File: config.mk
export PLATFORM = sky130hd
export DESIGN_NAME = fatomic_rmw
export DESIGN_NICKNAME = d
export VERILOG_FILES = /design/src/rtl/fatomic_pkg.sv /design/src/rtl/fatomic_mem.sv /design/src/rtl/fatomic_minmax.sv /design/src/rtl/fatomic_alu.sv /design/src/rtl/fatomic_rmw.sv
export SDC_FILE = /design/constraint.sdc
export NUM_CORES = 1
export LEC_CHECK = 0
export BUFFER_PORTS_ARGS = -buffer_cell sky130_fd_sc_hd__buf_4
export CELL_PAD_IN_SITES_DETAIL_PLACEMENT = 1
export CELL_PAD_IN_SITES_GLOBAL_PLACEMENT = 2
export CORE_MARGIN = 3
export CORE_UTILIZATION = 30
export CTS_BUF_LIST = sky130_fd_sc_hd__clkbuf_16
export DETAILED_ROUTE_END_ITERATION = 10
export GPL_TIMING_DRIVEN = 0
export PLACE_DENSITY_LB_ADDON = 0.12
export SYNTH_ARGS = -nofsm -noshare
export SYNTH_HDL_FRONTEND = slang
export SYNTH_HIERARCHICAL = 1
export SYNTH_SLANG_ARGS = --single-unit
File: constraint.sdc
create_clock -name clk -period 9.85 [get_ports clk]
set_clock_uncertainty 0.2 [all_clocks]
set_input_delay 0.4925 -clock clk [delete_from_list [all_inputs] [get_ports clk]]
set_output_delay 0.4925 -clock clk [all_outputs]
set_load 0.05 [all_outputs]
File: src/rtl/fatomic_pkg.sv
package fatomic_pkg;

  localparam int FP_W = 32;

  typedef enum logic [1:0] {
    OP_MIN  = 2'd0,
    OP_MAX  = 2'd1,
    OP_XCHG = 2'd2,
    OP_CAS  = 2'd3
  } fa_op_e;

  typedef enum logic [1:0] {
    ST_IDLE  = 2'd0,
    ST_READ  = 2'd1,
    ST_WRITE = 2'd2
  } fa_state_e;

  function automatic logic is_nan(input logic [FP_W-1:0] x);
    return (x[30:23] == 8'hFF) && (x[22:0] != 23'd0);
  endfunction

  function automatic logic is_qnan(input logic [FP_W-1:0] x);
    return is_nan(x) && x[22];
  endfunction

  function automatic logic is_snan(input logic [FP_W-1:0] x);
    return is_nan(x) && !x[22];
  endfunction

  // Monotone unsigned key: -0.0 sorts just below +0.0.
  function automatic logic [FP_W-1:0] order_key(input logic [FP_W-1:0] x);
    return x[31] ? ~x : (x ^ 32'h8000_0000);
  endfunction

  function automatic logic fp_less(input logic [FP_W-1:0] a, input logic [FP_W-1:0] b);
    return order_key(a) < order_key(b);
  endfunction

  function automatic logic fp_equal(input logic [FP_W-1:0] a, input logic [FP_W-1:0] b);
    logic both_zero;
    both_zero = (a[30:0] == 31'd0) && (b[30:0] == 31'd0);
    return !is_nan(a) && !is_nan(b) && ((a == b) || both_zero);
  endfunction

endpackage

File: src/rtl/fatomic_mem.sv
module fatomic_mem #(
  parameter int DEPTH = 16,
  parameter int W     = 32,
  parameter int AW    = (DEPTH > 1) ? $clog2(DEPTH) : 1
) (
  input  logic          clk,
  input  logic          rst_n,
  input  logic [AW-1:0] rd_addr,
  output logic [W-1:0]  rd_data,
  input  logic          wr_en,
  input  logic [AW-1:0] wr_addr,
  input  logic [W-1:0]  wr_data
);

  logic [W-1:0] words_q [DEPTH];

  always_ff @(posedge clk) begin
    if (!rst_n) begin
      for (int i = 0; i < DEPTH; i++) words_q[i] <= '0;
    end else if (wr_en) begin
      words_q[wr_addr] <= wr_data;
    end
  end

  assign rd_data = words_q[rd_addr];

endmodule

File: src/rtl/fatomic_minmax.sv
module fatomic_minmax
  import fatomic_pkg::*;
(
  input  logic            pick_max,
  input  logic [FP_W-1:0] mem_val,
  input  logic [FP_W-1:0] arg_val,
  output logic [FP_W-1:0] result
);

  logic m_s, m_q, a_s, a_q;
  logic m_lt_a, a_lt_m;

  assign m_s    = is_snan(mem_val);
  assign m_q    = is_qnan(mem_val);
  assign a_s    = is_snan(arg_val);
  assign a_q    = is_qnan(arg_val);
  assign m_lt_a = fp_less(mem_val, arg_val);
  assign a_lt_m = fp_less(arg_val, mem_val);

  always_comb begin
    if (m_s)             result = mem_val;
    else if (a_s)        result = arg_val;
    else if (m_q && a_q) result = mem_val;
    else if (m_q)        result = arg_val;
    else if (a_q)        result = mem_val;
    else if (pick_max)   result = m_lt_a ? arg_val : mem_val;
    else                 result = a_lt_m ? arg_val : mem_val;
  end

  always_comb begin
    if (a_s && !m_s)
      a_r7_snan_dominates: assert (result == arg_val);
    if (m_q && !is_nan(arg_val))
      a_r6_qnan_yields: assert (result == arg_val);
    if (mem_val == 32'h8000_0000 && arg_val == 32'h0000_0000)
      a_r5_zero_order: assert (result == (pick_max ? arg_val : mem_val));
  end

endmodule

File: src/rtl/fatomic_alu.sv
module fatomic_alu
  import fatomic_pkg::*;
(
  input  fa_op_e          op,
  input  logic [FP_W-1:0] old_val,
  input  logic [FP_W-1:0] data_val,
  input  logic [FP_W-1:0] cmp_val,
  output logic [FP_W-1:0] new_val,
  output logic            cas_hit
);

  logic [FP_W-1:0] mm_result;

  fatomic_minmax u_minmax (
    .pick_max (op == OP_MAX),
    .mem_val  (old_val),
    .arg_val  (data_val),
    .result   (mm_result)
  );

  assign cas_hit = fp_equal(old_val, cmp_val);

  always_comb begin
    unique case (op)
      OP_MIN, OP_MAX: new_val = mm_result;
      OP_XCHG:        new_val = data_val;
      OP_CAS:         new_val = cas_hit ? data_val : old_val;
      default:        new_val = old_val;
    endcase
  end

endmodule

File: src/rtl/fatomic_rmw.sv
module fatomic_rmw
  import fatomic_pkg::*;
#(
  parameter int DEPTH = 16,
  parameter int AW    = (DEPTH > 1) ? $clog2(DEPTH) : 1
) (
  input  logic          clk,
  input  logic          rst_n,
  input  logic          req_valid,
  output logic          req_ready,
  input  logic [1:0]    req_op,
  input  logic [AW-1:0] req_addr,
  input  logic [31:0]   req_data,
  input  logic [31:0]   req_cmp,
  output logic          rsp_valid,
  output logic [31:0]   rsp_data
);

  fa_state_e       state_q;
  fa_op_e          op_q;
  logic [AW-1:0]   addr_q;
  logic [FP_W-1:0] data_q, cmp_q, old_q;
  logic [FP_W-1:0] mem_rdata, alu_new;
  logic            fire, cas_hit, mem_we;

  assign fire      = req_valid && req_ready;
  assign req_ready = (state_q == ST_IDLE);
  assign rsp_valid = (state_q == ST_WRITE);
  assign rsp_data  = old_q;
  assign mem_we    = rsp_valid && ((op_q != OP_CAS) || cas_hit);

  always_ff @(posedge clk) begin
    if (!rst_n) begin
      state_q <= ST_IDLE;
      op_q    <= OP_MIN;
      addr_q  <= '0;
      data_q  <= '0;
      cmp_q   <= '0;
      old_q   <= '0;
    end else begin
      unique case (state_q)
        ST_IDLE: if (fire) begin
          state_q <= ST_READ;
          op_q    <= fa_op_e'(req_op);
          addr_q  <= req_addr;
          data_q  <= req_data;
          cmp_q   <= req_cmp;
        end
        ST_READ: begin
          old_q   <= mem_rdata;
          state_q <= ST_WRITE;
        end
        ST_WRITE: state_q <= ST_IDLE;
        default:  state_q <= ST_IDLE;
      endcase
    end
  end

  fatomic_mem #(.DEPTH(DEPTH), .W(FP_W), .AW(AW)) u_mem (
    .clk     (clk),
    .rst_n   (rst_n),
    .rd_addr (addr_q),
    .rd_data (mem_rdata),
    .wr_en   (mem_we),
    .wr_addr (addr_q),
    .wr_data (alu_new)
  );

  fatomic_alu u_alu (
    .op       (op_q),
    .old_val  (old_q),
    .data_val (data_q),
    .cmp_val  (cmp_q),
    .new_val  (alu_new),
    .cas_hit  (cas_hit)
  );

  a_r2_busy_after_accept: assert property (@(posedge clk) disable iff (!rst_n)
    fire |=> (!req_ready && !rsp_valid));
  a_r2_response_slot: assert property (@(posedge clk) disable iff (!rst_n)
    fire |=> ##1 rsp_valid);
  a_r2_single_response: assert property (@(posedge clk) disable iff (!rst_n)
    rsp_valid |=> (!rsp_valid && req_ready));
  a_r11_cas_nan_no_write: assert property (@(posedge clk) disable iff (!rst_n)
    (rsp_valid && op_q == OP_CAS && (is_nan(old_q) || is_nan(cmp_q))) |-> !mem_we);
  a_r9_xchg_raw_bits: assert property (@(posedge clk) disable iff (!rst_n)
    (rsp_valid && op_q == OP_XCHG) |-> (mem_we && alu_new == data_q));
  a_r3_returns_old: assert property (@(posedge clk) disable iff (!rst_n)
    $rose(rsp_valid) |-> (rsp_data == $past(mem_rdata)));

endmodule

* Word-level counts from Yosys, hierarchy flattened
Memory sizes are Yosys's and may differ from the RTL's. A register that Yosys moved wholly into a read port is not among the register bits. Index checks and enable logic that the tools add are counted.
Storage, ports and cells: flip-flop bits (word level) 72, RAM bits 512, input bits 73, output and inout port bits 34, logic and storage cells 74, memories kept 1
Memories:
- u_mem.words_q | words 16, bits a word 32, read ports 1, clocked after Yosys merged registers in 1, write ports 16, RTL line fatomic_mem.sv:15 | logic [W-1:0] words_q [DEPTH];
Cells by class: order comparisons 2, equality and inequality tests 11, mux-type cells 21, bitwise operators 4, reduce and logical (&&, ||, !) cells 30
Operators by type and width (number):
- 32-bit 2-to-1 mux | 12
- 32-bit one-hot mux with 3 select lines | 1
- 23-bit nonzero test | 3
- 32-bit less-than comparator | 2
- 32-bit inverter | 2
- 31-bit zero test | 2
- 32-bit == test | 1
- 32-bit OR reduction | 1
- 8-bit == test (second input constant) | 3
- 1-bit logical AND | 13
- 2-bit == test (second input constant) | 3
- 1-bit zero test | 5
- 1-bit 2-to-1 mux | 5
- 2-bit by 1-bit == test with 1-bit output (second input constant) | 2
- 2-bit zero test | 2
- 4-bit 2-to-1 mux | 1
- 2-bit one-hot mux with 2 select lines | 1
- 1-bit logical OR | 2
- 2-bit 2-to-1 mux | 1
- 2-bit by 1-bit inequality test with 1-bit output (second input constant) | 1
- 2-bit inequality test (second input constant) | 1
- 1-bit inverter | 2
- 2-bit AND reduction | 1
- 2-bit OR reduction | 1

* Depth between registers and ports, before layout
depth after elaboration 12, gate-level depth with buffers 18, depth with buffers taken out 13

* Modules after synthesis
Netlist, hierarchy kept.
By module, submodules not included:
- fatomic_mem | instances 1, cells an instance 1416, area an instance 22818.1 um^2, seq. area each 15374.7 um^2
- fatomic_rmw | instances 1, cells an instance 460, area an instance 3826.2 um^2, seq. area each 2082.0 um^2
- fatomic_minmax | instances 1, cells an instance 229, area an instance 1955.6 um^2, seq. area each 0.0 um^2
- fatomic_alu | instances 1, cells an instance 259, area an instance 1560.2 um^2, seq. area each 0.0 um^2

* Least setup slack after synthesis
OpenSTA, ideal clock, no wires.
path type register to register, from register old_q[20], in the netlist rsp_data[20], read port of u_mem.words_q, to memory u_mem.words_q[2][0] (enable), library setup time 0.466 ns, arrival time 4.528 ns, required time 9.184 ns, path slack 4.657 ns, stages on the path, launching flop included 10, buffers on the path 0, clock period less this slack 5.193 ns, cells stage by stage dfxtp_1 > xnor2_1 > nand4_1 > nor4_2 > nand2_1 > o22a_1 > a21oi_1 > o21a_1 > nand4bb_1 > o21ai_0
RTL lines:
- from (decl) | RTL line fatomic_rmw.sv:22 | logic [FP_W-1:0] data_q, cmp_q, old_q;
- to (decl) | RTL line fatomic_mem.sv:15

==> impl_results.md <==
* Pwr dens at 178 mW/mm^2
* Critical Path RT at 10,020 ps
* Worst Hold Class: in2reg
* Crit path capture type: flop
* Final Hold Vio Count at 0
* Worst relative slew slack at 11.1%
* Gr usage total at 19.7%
* Maxcap violations at 0
* Unrepaired setup endpoints after global routing: no
* Shortest clock period the worst path allows after layout at 6420 ps
* Initial Utilization at 30.5%
* Detailed Route Iter0 Violations at 1,221
* Leading cell types in the layout, fill and taps excluded: and2_1 (515), edfxtp_1 (512), nand2_1 (216), clkbuf_1 (147), mux4_2 (128)
* Max IR drop VDD at 112 uV
* Largest net degree at the start of global routing at 23
* Row Count at 115
* Share of layout cells above drive strength 1 at 16.5%
* Mean Syn Cell Area at 12.8 sq um
* Placed instance area at 0.0331 sq mm
* Finished Cell Area at 0.0361 sq mm
* Netlist cell types at 55
* Initial DRT Pass Iterations at 5
* CTS Buffer Depth at 3
* Slew @ Worst Pin at 1330 ps
* Filler cells at 10,400
* Sw frac at 26.9%
* CTS tree: built
* Post-Syn Instances at 2,364
* H-Tree Depth at 3
* # port buffers at 106
* Leak pwr at 13.0 nW
* Skew-Pair Late Insertion Delay at 630 ps
* Ant. Diodes at 0
* Power share of the clock group at 40.4%
* Wire length of the first global-routing pass at 149,000 microns
* Detailed Place HPWL at 76,800 microns
* Dpl ws at 3400 ps
* Post-CTS Setup Inserts at 0
* Max Slew Vio Count at 0
* Post-synthesis sequential element count at 616
* Root Driver: clkbuf_16
* Seq pwr share at 46.6%
* Drt wl/cell at 26.1 microns
* Vias in the first global route at 21,400
* Total CTS buffers at 76
* Placer Congestion at 0.817
* Via density at 5.02
* Syn Nets at 2,469
* Max Clock Freq at 156 MHz
* Die Ht at 323 microns
* Final WL at 104,000 microns
* CORE AREA at 0.0990 sq mm
* Post-synth EDFFs at 512
* DRC at 0
* CTS clock-pin slew for the worst setup and hold paths at 60 ps
* Sequential area share after synthesis at 57.9%
* Period Utilization, post-route at 65.2%
* Worst setup margin at 3430 ps
* Setup CP Type: reg2reg
* Initial antenna violation count at 0
* Layout overhead on the synthesized area at 19.6%
* I/O pins at 107
* CTS sink count at 616
* Status: complete, no violations
* Dominant synthesized flop cell: edfxtp_1
* Endpoints failing setup at 0
* Synth async-reset ratio at 0%
* Die Wd at 323 microns
* Vias at 20,000
* P_int at 0.00471 W
* NumNets Final at 2,739
* Total congestion overflow at 0
* Worst setup SP type: flop
* Mapped Area at 0.0302 sq mm
* Net Sw Power at 0.00173 W
* Critical Path AT at 6590 ps
* Yosys warns at 6
* Final antenna-violating net count at 0
* Critical path peak fanout at 10
* Commonest non-fill, non-tap cell in the layout: and2_1
* Setup TNS at 0 ps
* Die area at 0.104 sq mm
* Gate power share at 13.0%
-- synth_stat cells (24+ instances only) --
cell type / number / share of area [%]
dfxtp_1: 104 / 6.9
o21ai_0: 81 / 1.3
xor2_1: 31 / 0.90
xnor2_1: 63 / 1.8
nand4_1: 26 / 0.54
or3_1: 33 / 0.68
edfxtp_1: 512 / 51
nand2_1: 216 / 2.7
nand2b_1: 40 / 0.83
nand3_1: 107 / 1.8
clkbuf_1: 147 / 1.8
nor4_1: 24 / 0.50
and2_1: 515 / 11
a21boi_0: 32 / 0.80
a22oi_1: 64 / 1.6
mux4_2: 128 / 9.6
ha_1: 32 / 1.3
o211ai_1: 33 / 0.82
-- worst max-delay path: stages, from the launching register on --
cell and delay (ps):
dfxtp_1 530, clkbuf_1 330, buf_1 730, xor2_1 160, ha_1 370, nand4_2 160, nor3_2 540, nand4_1 280
nor4_1 310, nor2_1 80, mux2i_2 550, a31oi_4 200, buf_6 220, buf_12 160, mux2_4 300, nand2b_1 70
nand3_1 310, clkbuf_1 370, and2_1 230
-- flip-flops by register name (all words and copies together) (netlist names) --
name           flops
op_q               2
state_q            2
addr_q             4
data_q            32
u_mem/words_q    512
rsp_data          32
cmp_q             32
-- per-stage QoR --
stage | hold WS (ps) | util (%) | power [W] | std cells
3_5_place_dp | 293 | 33.4 | 0.00387 | 3773
4_1_cts | 209 | 36.4 | 0.00653 | 3981
5_1_grt | 260 | 36.4 | 0.00671 | 3981
6_report | 254 | 36.4 | 0.00644 | 3981
2_1_floorplan | 248 | - | 0.00351 | 2364
3_3_place_gp | 281 | 32.9 | 0.00385 | 3757
-- cells by family (layout without fill, tap and decap cells) --
family	Yosys count	count (layout)	share of synthesized area [%]
xor+xnor	94	94	2.73
simple gates	1004	1004	18.6
flops	616	616	57.9
fa+ha+maj	32	32	1.33
mux	158	158	10.8
compound gates	251	251	5.52
buf+inv	209	539	3.11
-- power groups by stage --
stage | logic [W] | clock network (W) | registers [W]
floorplan | 0.000478 | 0 | 0.00303
finish | 0.000837 | 0.00260 | 0.00300
CTS | 0.000848 | 0.00268 | 0.00300
detailed placement | 0.000821 | 0 | 0.00305
global route | 0.000903 | 0.00279 | 0.00301
global placement | 0.000788 | 0 | 0.00306
-- routing by layer --
metal	share of wire [%]	global-route usage, %
met1	44	25.3
met2	51	35.2
met3	3.8	2.60
met4	2.0	4.75
met5	0	0
-- cell type report --
class / count / area (sq um) / area share, %
inverter: 9 / 33.8 / 0.0937
tap: 1287 / 1610 / 4.46
clock buffer: 77 / 1930 / 5.34
sequential: 616 / 17500 / 48.4
multi-input combinational: 1539 / 11900 / 33.0
buffer: 200 / 903 / 2.50
timing repair buffer: 192 / 1840 / 5.10
clock inverter: 61 / 385 / 1.07
-- worst paths after layout --
path	start	slack (ps)	end	cells past startpoint
min reg2reg	cmp_q[10]	310	cmp_q[10]	2
max	rsp_data[31]	3430	u_mem/words_q[6][26]	18
max reg2reg	rsp_data[31]	3430	u_mem/words_q[6][26]	18
min	rst_n	250	rsp_data[23]	3
-- what timing repair did --
item,4_1_cts,5_1_grt
endpoints found under the setup margin,0,0
hold endpoints to repair,70,0
hold buffers,70,0
gates resized for setup,0,0
(Power assumes the default switching activity.)
